`config.mk`:
```
export PLATFORM = sky130hd
export DESIGN_NAME = can_acc_filter
export DESIGN_NICKNAME = d
export VERILOG_FILES = /design/src/rtl/can_flt_pkg.sv /design/src/rtl/can_flt_regs.sv /design/src/rtl/can_flt_bank.sv /design/src/rtl/can_flt_prio.sv /design/src/rtl/can_acc_filter.sv
export SDC_FILE = /design/constraint.sdc
export NUM_CORES = 2
export LEC_CHECK = 0
export ABC_AREA = 1
export BUFFER_PORTS_ARGS = -buffer_cell sky130_fd_sc_hd__buf_4
export CAP_MARGIN = 20
export CORE_ASPECT_RATIO = 1.25
export CORE_MARGIN = 2
export CORE_UTILIZATION = 30
export CTS_CLUSTER_SIZE = 16
export DETAILED_ROUTE_END_ITERATION = 10
export GPL_TIMING_DRIVEN = 0
export PLACE_DENSITY = 0.52
export SLEW_MARGIN = 10
export SYNTH_ARGS = -nofsm -noshare
export SYNTH_HDL_FRONTEND = slang
export SYNTH_HIERARCHICAL = 1
export SYNTH_SLANG_ARGS = --single-unit
```
`constraint.sdc`:
```
create_clock -name clk -period 20.6 [get_ports clk]
set_input_delay 5.15 -clock clk [delete_from_list [all_inputs] [get_ports clk]]
set_output_delay 5.15 -clock clk [all_outputs]
set_load 0.005 [all_outputs]
```
`src/rtl/can_flt_pkg.sv`:
```
// Shared header type and header-word builders for the acceptance filter array.
// Assumes a 29-bit identifier field; standard frames carry their ID in bits 10:0.
package can_flt_pkg;

    localparam int unsigned WORD_W = 32;
    localparam int unsigned HALF_W = 16;
    localparam int unsigned ID_W   = 29;

    typedef struct packed {
        logic [ID_W-1:0] id;
        logic            ide;
        logic            rtr;
    } can_hdr_t;

    // Header laid out as a 32-bit comparison word
    function automatic logic [WORD_W-1:0] wide_word(can_hdr_t h);
        if (h.ide)
            return {h.id, 1'b1, h.rtr, 1'b0};
        else
            return {h.id[10:0], 18'd0, 1'b0, h.rtr, 1'b0};
    endfunction

    // Header laid out as a 16-bit comparison half-word
    function automatic logic [HALF_W-1:0] narrow_word(can_hdr_t h);
        if (h.ide)
            return {h.id[28:18], h.rtr, 1'b1, h.id[17:15]};
        else
            return {h.id[10:0], h.rtr, 1'b0, 3'b000};
    endfunction

endpackage

```
`src/rtl/can_flt_regs.sv`:
```
// Configuration storage: two words per bank plus scale and active vectors.
// Assumes NUM_BANKS <= 32 so each vector fits one write word. Writes land
// only while cfg_init is high.
module can_flt_regs #(
    parameter int unsigned NUM_BANKS = 14,
    parameter int unsigned ADDR_W    = 5
) (
    input  logic                          clk,
    input  logic                          rst_n,
    input  logic                          cfg_init,
    input  logic                          cfg_we,
    input  logic [ADDR_W-1:0]             cfg_addr,
    input  logic [31:0]                   cfg_wdata,
    output logic [NUM_BANKS-1:0][31:0]    word1,
    output logic [NUM_BANKS-1:0][31:0]    word2,
    output logic [NUM_BANKS-1:0]          scale,
    output logic [NUM_BANKS-1:0]          active
);

    localparam int unsigned SCALE_ADDR  = 2 * NUM_BANKS;
    localparam int unsigned ACTIVE_ADDR = 2 * NUM_BANKS + 1;

    logic wr_ok;
    assign wr_ok = cfg_init && cfg_we;

    genvar b;
    generate
        for (b = 0; b < NUM_BANKS; b++) begin : g_bank
            // Load this bank's two filter words
            always_ff @(posedge clk) begin
                if (!rst_n) begin
                    word1[b] <= '0;
                    word2[b] <= '0;
                end else if (wr_ok) begin
                    if (cfg_addr == ADDR_W'(2 * b))
                        word1[b] <= cfg_wdata;
                    if (cfg_addr == ADDR_W'(2 * b + 1))
                        word2[b] <= cfg_wdata;
                end
            end
        end
    endgenerate

    // Load the scale and active vectors
    always_ff @(posedge clk) begin
        if (!rst_n) begin
            scale  <= '0;
            active <= '0;
        end else if (wr_ok) begin
            if (cfg_addr == ADDR_W'(SCALE_ADDR))
                scale <= cfg_wdata[NUM_BANKS-1:0];
            if (cfg_addr == ADDR_W'(ACTIVE_ADDR))
                active <= cfg_wdata[NUM_BANKS-1:0];
        end
    end


    no_cfg_write_chk: assert property (@(posedge clk) disable iff (!rst_n)
        !cfg_init |=> ($stable(word1) && $stable(word2) && $stable(scale) && $stable(active)));

endmodule

```
`src/rtl/can_flt_bank.sv`:
```
// One filter bank in mask mode: either one wide compare or two narrow compares.
// Assumes word layouts from can_flt_pkg; an ID-zero, all-ones-mask filter is closed.
module can_flt_bank
    import can_flt_pkg::*;
(
    input  can_hdr_t     hdr,
    input  logic [31:0]  word1,
    input  logic [31:0]  word2,
    input  logic         wide,
    input  logic         enable,
    output logic         hit_wide,
    output logic         hit_lo,
    output logic         hit_hi
);

    logic [WORD_W-1:0] hw;
    logic [HALF_W-1:0] hn;
    logic wide_open, lo_open, hi_open;

    // Build the header comparison words
    always_comb begin
        hw = wide_word(hdr);
        hn = narrow_word(hdr);
    end

    // A filter is open unless it is the ID-zero, all-ones-mask pattern
    always_comb begin
        wide_open = !((word1 == '0) && (word2 == '1));
        lo_open   = !((word1[15:0] == '0) && (word1[31:16] == '1));
        hi_open   = !((word2[15:0] == '0) && (word2[31:16] == '1));
    end

    // Masked compares, gated by scale and active bit
    always_comb begin
        hit_wide = enable && wide && wide_open
                   && (((hw ^ word1) & word2) == '0);
        hit_lo   = enable && !wide && lo_open
                   && (((hn ^ word1[15:0]) & word1[31:16]) == '0);
        hit_hi   = enable && !wide && hi_open
                   && (((hn ^ word2[15:0]) & word2[31:16]) == '0);
    end

endmodule

```
`src/rtl/can_flt_prio.sv`:
```
// Numbers every filter (wide first, then narrow pairs) and picks the lowest
// matching index. Inactive banks still take their index slots.
module can_flt_prio #(
    parameter int unsigned NUM_BANKS = 14,
    parameter int unsigned IDX_W     = 5
) (
    input  logic [NUM_BANKS-1:0] scale,
    input  logic [NUM_BANKS-1:0] hit_wide,
    input  logic [NUM_BANKS-1:0] hit_lo,
    input  logic [NUM_BANKS-1:0] hit_hi,
    output logic                 any_hit,
    output logic [IDX_W-1:0]     win_idx
);

    localparam int unsigned CNT_W = IDX_W + 1;

    logic [CNT_W-1:0] cnt;
    logic [CNT_W-1:0] pick;

    // Scan wide filters, then narrow filters, keeping the first hit
    always_comb begin
        any_hit = 1'b0;
        pick    = '0;
        cnt     = '0;
        for (int b = 0; b < NUM_BANKS; b++) begin
            if (scale[b]) begin
                if (hit_wide[b] && !any_hit) begin
                    any_hit = 1'b1;
                    pick    = cnt;
                end
                cnt = cnt + CNT_W'(1);
            end
        end
        for (int b = 0; b < NUM_BANKS; b++) begin
            if (!scale[b]) begin
                if (hit_lo[b] && !any_hit) begin
                    any_hit = 1'b1;
                    pick    = cnt;
                end else if (hit_hi[b] && !any_hit) begin
                    any_hit = 1'b1;
                    pick    = cnt + CNT_W'(1);
                end
                cnt = cnt + CNT_W'(2);
            end
        end
        win_idx = pick[IDX_W-1:0];
    end

endmodule

```
`src/rtl/can_acc_filter.sv`:
```
// Top of the acceptance filter array: config registers, per-bank compares,
// index priority and a registered result stage one cycle after the strobe.
// Assumes hdr_* are stable in the cycle hdr_valid is high.
module can_acc_filter
    import can_flt_pkg::*;
#(
    parameter int unsigned NUM_BANKS = 14,
    parameter int unsigned NFILT     = 2 * NUM_BANKS,
    parameter int unsigned IDX_W     = $clog2(NFILT),
    parameter int unsigned ADDR_W    = $clog2(2 * NUM_BANKS + 2)
) (
    input  logic              clk,
    input  logic              rst_n,
    input  logic              cfg_init,
    input  logic              cfg_we,
    input  logic [ADDR_W-1:0] cfg_addr,
    input  logic [31:0]       cfg_wdata,
    input  logic              hdr_valid,
    input  logic [28:0]       hdr_id,
    input  logic              hdr_ide,
    input  logic              hdr_rtr,
    output logic              res_valid,
    output logic              res_accept,
    output logic [IDX_W-1:0]  res_index
);

    logic [NUM_BANKS-1:0][31:0] word1;
    logic [NUM_BANKS-1:0][31:0] word2;
    logic [NUM_BANKS-1:0]       scale;
    logic [NUM_BANKS-1:0]       active;
    logic [NUM_BANKS-1:0]       hit_wide, hit_lo, hit_hi;
    logic                       any_hit;
    logic [IDX_W-1:0]           win_idx;
    can_hdr_t                   hdr;

    assign hdr = '{id: hdr_id, ide: hdr_ide, rtr: hdr_rtr};

    can_flt_regs #(
        .NUM_BANKS (NUM_BANKS),
        .ADDR_W    (ADDR_W)
    ) u_regs (
        .clk       (clk),
        .rst_n     (rst_n),
        .cfg_init  (cfg_init),
        .cfg_we    (cfg_we),
        .cfg_addr  (cfg_addr),
        .cfg_wdata (cfg_wdata),
        .word1     (word1),
        .word2     (word2),
        .scale     (scale),
        .active    (active)
    );

    genvar b;
    generate
        for (b = 0; b < NUM_BANKS; b++) begin : g_cmp
            can_flt_bank u_bank (
                .hdr      (hdr),
                .word1    (word1[b]),
                .word2    (word2[b]),
                .wide     (scale[b]),
                .enable   (active[b]),
                .hit_wide (hit_wide[b]),
                .hit_lo   (hit_lo[b]),
                .hit_hi   (hit_hi[b])
            );
        end
    endgenerate

    can_flt_prio #(
        .NUM_BANKS (NUM_BANKS),
        .IDX_W     (IDX_W)
    ) u_prio (
        .scale    (scale),
        .hit_wide (hit_wide),
        .hit_lo   (hit_lo),
        .hit_hi   (hit_hi),
        .any_hit  (any_hit),
        .win_idx  (win_idx)
    );

    // Register the decision one cycle after the header strobe
    always_ff @(posedge clk) begin
        if (!rst_n) begin
            res_valid  <= 1'b0;
            res_accept <= 1'b0;
            res_index  <= '0;
        end else begin
            res_valid <= hdr_valid;
            if (hdr_valid) begin
                res_accept <= any_hit;
                res_index  <= any_hit ? win_idx : '0;
            end
        end
    end


    strobe_follow_chk: assert property (@(posedge clk) disable iff (!rst_n)
        hdr_valid |=> res_valid);


    no_spurious_chk: assert property (@(posedge clk) disable iff (!rst_n)
        !hdr_valid |=> !res_valid);


    result_hold_chk: assert property (@(posedge clk) disable iff (!rst_n)
        !hdr_valid |=> ($stable(res_accept) && $stable(res_index)));


    accept_needs_active_chk: assert property (@(posedge clk) disable iff (!rst_n)
        (hdr_valid && (active == '0)) |=> !res_accept);


    index_range_chk: assert property (@(posedge clk) disable iff (!rst_n)
        res_accept |-> (int'(res_index) < NFILT));

endmodule

```
## Word-level counts from Yosys, hierarchy flattened

Index checks and enable logic that the tools add are counted.

| operators by class | value |
|---|---|
| add/sub/neg operators | 40 |
| eq/ne operators | 71 |
| muxes and demuxes | 168 |
| bitwise operators | 84 |
| reduce and logical (&&, ||, !) cells | 394 |

Operators by type and width:

| cell | count |
|---|---|
| $logic_not 16->1 | 56 |
| $logic_not 32->1 | 28 |
| $mux 5 | 91 |
| $and 16x16->16 | 28 |
| $and 32x32->32 | 14 |
| $eq 16x16->1 const B | 28 |
| $eq 32x32->1 const B | 14 |
| $xor 16x16->16 | 28 |
| $xor 32x32->32 | 14 |
| $logic_and 1x1->1 | 196 |
| $add 5x1->5 const B | 25 |
| $logic_not 1->1 | 83 |
| $mux 1 | 73 |
| $eq 5x5->1 const B | 14 |
| $add 5x2->5 const B | 13 |
| $reduce_and 2->1 | 30 |
| $eq 5x4->1 const B | 8 |
| $mux 32 | 1 |
| $eq 5x3->1 const B | 4 |
| $mux 16 | 1 |
| $eq 5x2->1 const B | 2 |
| $eq 5x1->1 const B | 1 |
| $logic_not 5->1 | 1 |
| $mux 2 | 2 |
| 2 further kinds | 2 |

| word-level totals | value |
|---|---|
| register bits | 931 |
| bits of input ports | 73 |

## Logic depth before layout (Yosys ltp)

| logic depth | value |
|---|---|
| word-level depth | 130 |
| depth in mapped cells | 98 |
| mapped depth without buffers | 97 |

## Cells and area by module

Netlist, hierarchy kept.

Modules (own cells, without submodules):

| module | instances | cells an instance | area each (um^2) |
|---|---|---|---|
| can_flt_regs | 1 | 5204 | 36109.6 |
| can_flt_bank | 14 | 402 | 1770.4 |
| can_flt_prio | 1 | 1313 | 6986.7 |
| can_acc_filter | 1 | 30 | 241.5 |

## Worst setup path after synthesis

Ideal clock, no wire load.

| timing path | value |
|---|---|
| path type | register to register |
| from | register u_regs.scale[0] |
| to | register res_index[4] |
| library setup time | 0.070 ns |
| arrival | 14.142 ns |
| data required time | 20.530 ns |
| path slack | 6.389 ns |
| cell stages (with the launch flop) | 93 |
| buffers on the path | 1 |
| clock period less this slack | 14.211 ns |
| cell sequence | dfxtp_1 buf_4 clkinv_1 ha_1 inv_1 nand2_4 nand2_4 xnor2_1 o21ai_0 ha_1 or2_2 nand2_2 nor2_2 nand3b_1 o21ai_0 ha_1 nand2_1 nand2_1 [... 57 more ...] inv_1 ha_1 nand2_1 nand2_1 ha_1 o21ai_1 inv_1 ha_1 nand2_1 o21ai_0 nand2_1 nor2_2 inv_1 nand2_1 nand3_1 nand2_1 nand3_1 a21oi_1 |

| on the way | value |
|---|---|
| word-level cells in the longest chain between the ends | 128 |
| elaborated cells between the ends (all ways) | 279 |
| classes of those cells | add/sub (40); mux (162); reduce/logical (77) |

Ends and longest elaborated chain:

| item | RTL line | text |
|---|---|---|
| start, declared | can_flt_regs.sv:16 | `output logic [NUM_BANKS-1:0] scale,` |
| start signal, assigned | can_flt_regs.sv:51 | `scale <= cfg_wdata[NUM_BANKS-1:0];` |
| branches (longest 126 deep; another with $add 5x1->5) | - |  |
| $mux 5 (*) | can_flt_prio.sv:35 | `if (!scale[b]) begin` |
| net win_idx[4] | can_acc_filter.sv:33 | `logic [IDX_W-1:0] win_idx;` |
| $mux 5 (*) | can_acc_filter.sv:92 | `res_index <= any_hit ? win_idx : '0;` |
| end signal, assigned | can_acc_filter.sv:92 |  |
| end, declared | can_acc_filter.sv:24 | `output logic [IDX_W-1:0] res_index` |

Mark *: on every way through the listed nets, which the timed path passes.
A chain may end at the register's enable or synchronous reset.

## Worst setup path after layout

Same ends and word-level chain as after synthesis.

==> results.yml <==
timing:
  fin_skew_ns: 0.0560
  max_slew_margin_pct: 11.2
  shortest_clock_period_the_worst_path_allows_after_layout_ns: 16.88
  setup_viol: 0
  max_slew.worst_pin.slew_ns: 1.33
  maxClockFrequency_mhz: 59.2
  hold_violations: 0
  finalCritPeriodShare_pct: 82.0
  fin_setup_tns_ns: 0
  slew_violations: 0
  timing.final.ws_setup_ns: 3.72
  rsz0062_at_grt: "false"
floorplan:
  total_number_of_placement_rows: 195
  floorplan.initialDensity_pct: 30.2
  die-height_um: 537
  die_w_um: 430
  design.die.area_um2: 231000
  ios: 80
  design.core.area_um2: 226000
setup_path:
  worst_r2r_startpoint: "u_regs/scale[0]$_SDFFE_PN0P_"
  r2r_slack_ns: 3.72
  critPathLaunch: "u_regs/scale[0]$_SDFFE_PN0P_"
  worstPathRequired_ns: 21.31
  timing.critical_path.arrival_ns: 17.60
  critPathCapture: "res_index[4]$_SDFFE_PN0P_"
  worstRegToRegCells: 92
  crit_path_frequent_cell: "nand2_1"
  crit_fanout: 10
  cp_slowest_cell: "dfxtp_1"
  crit_path_largest_cell_delay_ns: 0.66
  endpoint_kind: "flop"
  startpoint_type: "flop"
  regToRegEndpoint: "res_index[4]$_SDFFE_PN0P_"
  crit_type: "reg -> reg"
clock_tree:
  ctsHoldBuffers: 0
  cts.reportedPaths.clkPinSlew_ns: 0.07
  cts-root-buf: "clkbuf_16"
  cts_made_buffers: 107
  clock_insertion_delay_at_the_later_pin_of_the_skew_report_ns: 0.78
  postCtsResizedCells: 0
  cts_setup_buffers: 0
  sink_count_of_the_clock_tree: 931
  tritoncts: "yes"
  clock_path_buffers: 3
  cts_max_level: 3
power:
  vdd_ir_drop_max_uv: 63.1
  p_comb_share_pct: 18.4
  power.net_switching_mw: 1.57
  netSwitchingFraction_pct: 32.7
  p_per_area_nw_per_um2: 62.3
  power.leakage_nw: 34.2
  power_frac_seq_pct: 38.3
  report.power.total_mw: 4.80
  p_int_mw: 3.23
  clock_power_share_pct: 43.3
logic_synthesis:
  synthCells: 12175
  synth_flop_cell: "dfxtp_1"
  ys_seq_elements: 931
  synth_edf_count: 0
  netlist_area_um2: 68100
  ys_top_cells_by_area: "dfxtp_1, nand2_1, nand3_1, nor2_1, inv_1"
  synth_cell_type_count: 53
  syn_area_per_cell_um2: 5.60
  yosysTopAreaCellShare_pct: 27.4
  synthesis.yosys.warnings: 6
  syn-num-nets: 12290
  postSynth.asyncResetShare_pct: 0
  yosys_top_cell_by_area: "dfxtp_1"
  ys_seq_area_share_pct: 27.4
drt:
  count_of_tritonroute_iterations_in_the_first_routing_pass: 9
  viasPerCell: 5.30
  wire_per_inst_um: 23.8
  drt.antenna.violating_nets: 0
  route.detailed.drc: 0
  drt_wl_total_mm: 369
  detailedRoute.firstIterationViolations: 8776
  detailroute.via_count: 81971
finish:
  commonest_non_fill_non_tap_cell_in_the_layout: "nand2_1"
  final_cell_mix: "nand2_1, nor2_1, nand3_1, inv_1, dfxtp_1"
  flow.area_growth_from_synthesis_pct: 13.2
  num-fill-cells: 25783
  stdcell_count: 15471
  final_nets: 12532
  post_route_cells_drive_above_1_share_pct: 7.85
grt:
  number_of_global_route_vias_before_repair: 73878
  grt_start_max_net_pins: 47
  antenna_found_initial: 22
  gr-usage-all-layers_pct: 30.8
  global_route_wire_length_before_repair_mm: 522
  global_route.overflow_total: 0
placed_design:
  place_inst: 15258
  hpwl_mm: 267
  dp_slack_ns: 3.81
  gp_congestion: 0.992
  port_buffers: 78
job:
  drv.max_cap_violation_count: 0
min_path:
  worst_hold_path_type: "reg -> reg"
status:
  run_status: "completed"
[worst min path at each step]
stage | startpoint | to | slack (ns) | cells past startpoint
after detailed placement | res_index[1]$_SDFFE_PN0P_ | res_index[1]$_SDFFE_PN0P_ | 0.46 | 2
final | res_index[1]$_SDFFE_PN0P_ | res_index[1]$_SDFFE_PN0P_ | 0.47 | 2
after CTS | res_index[1]$_SDFFE_PN0P_ | res_index[1]$_SDFFE_PN0P_ | 0.47 | 2
after global placement | res_index[1]$_SDFFE_PN0P_ | res_index[1]$_SDFFE_PN0P_ | 0.46 | 2
after global routing | res_index[1]$_SDFFE_PN0P_ | res_index[1]$_SDFFE_PN0P_ | 0.49 | 2
after floorplan | res_accept$_SDFFE_PN0P_ | res_accept$_SDFFE_PN0P_ | 0.46 | 2
[logic make-up (layout without fill, tap and decap cells)]
family	Yosys count	in the layout	share of synthesized area, %
AOI/OAI and AO/OA	672	672	5.30
xor gates and xnor gates	30	30	0.386
adders and majority gates	42	42	0.771
buffers and inverters	1603	1936	10.1
DFF	931	931	27.4
other	0	8	0
and+or+nand+nor	8897	8897	56.0
[power groups by stage]
| stage | registers, mW | logic, mW | clock network [mW] |
|---|---|---|---|
| floorplan | 1.87 | 0.521 | 0 |
| detailed placement | 1.88 | 0.860 | 0 |
| CTS | 1.84 | 0.863 | 2.11 |
| finish | 1.84 | 0.882 | 2.08 |
| global placement | 1.88 | 0.844 | 0 |
| global route | 1.84 | 0.948 | 2.17 |
[worst max-delay path: cells and delay by family, from the launching register on]
family	cells	cell delay, ns
xor gates and xnor gates	1	0.12
and+or+nand+nor	46	5.86
buffers and inverters	14	1.64
DFF	1	0.66
adders and majority gates	20	6.08
AOI/OAI and AO/OA	11	2.41
[synthesized netlist by cell type (all sizes together) (39+ instances only)]
cell type	count
nand2	3418
ha	42
nand3	2278
inv	1031
dfxtp	931
buf	377
o21ai	352
nand4	288
or2	39
clkbuf	190
nand3b	52
nor2	2814
a21oi	230
[sequential cells by signal, summed over array words and instances (netlist names)]
signal         cells
res_accept         1
res_index          5
res_valid          1
u_regs/active     14
u_regs/scale      14
u_regs/word1     448
u_regs/word2     448
[area by class of cell]
cell class | count | area [µm²] | share of cell area, %
diodes | 8 | 20.0 | 0.0260
multi-input cells | 9641 | 42600 | 55.2
clock buffers | 152 | 3120 | 4.05
plain buffers | 567 | 3060 | 3.96
well taps | 2955 | 3700 | 4.80
inverters | 1036 | 3890 | 5.05
clock inverters | 48 | 641 | 0.831
repair buffers | 133 | 1450 | 1.88
flip-flops and latches | 931 | 18600 | 24.2
[per-stage QoR]
step	utilization (%)	hold slack (ns)	instance area, µm²
2_1_floorplan	-	0.456	68100
3_3_place_gp	32.1	0.460	72400
3_5_place_dp	32.5	0.464	73300
4_1_cts	34.1	0.473	77000
5_1_grt	34.2	0.491	77100
6_report	34.2	0.467	77100
[routing by layer]
metal	part of all wire, %	up-vias	wire length, µm	track usage, %
li1	-	39541	-	-
met1	39	37683	144000	37.4
met2	44	3699	162000	49.0
met3	8.5	1032	31400	5.43
met4	8.3	16	30800	22.4
met5	0.030	-	109	0
No activity file was read; power rests on OpenSTA's default activity.
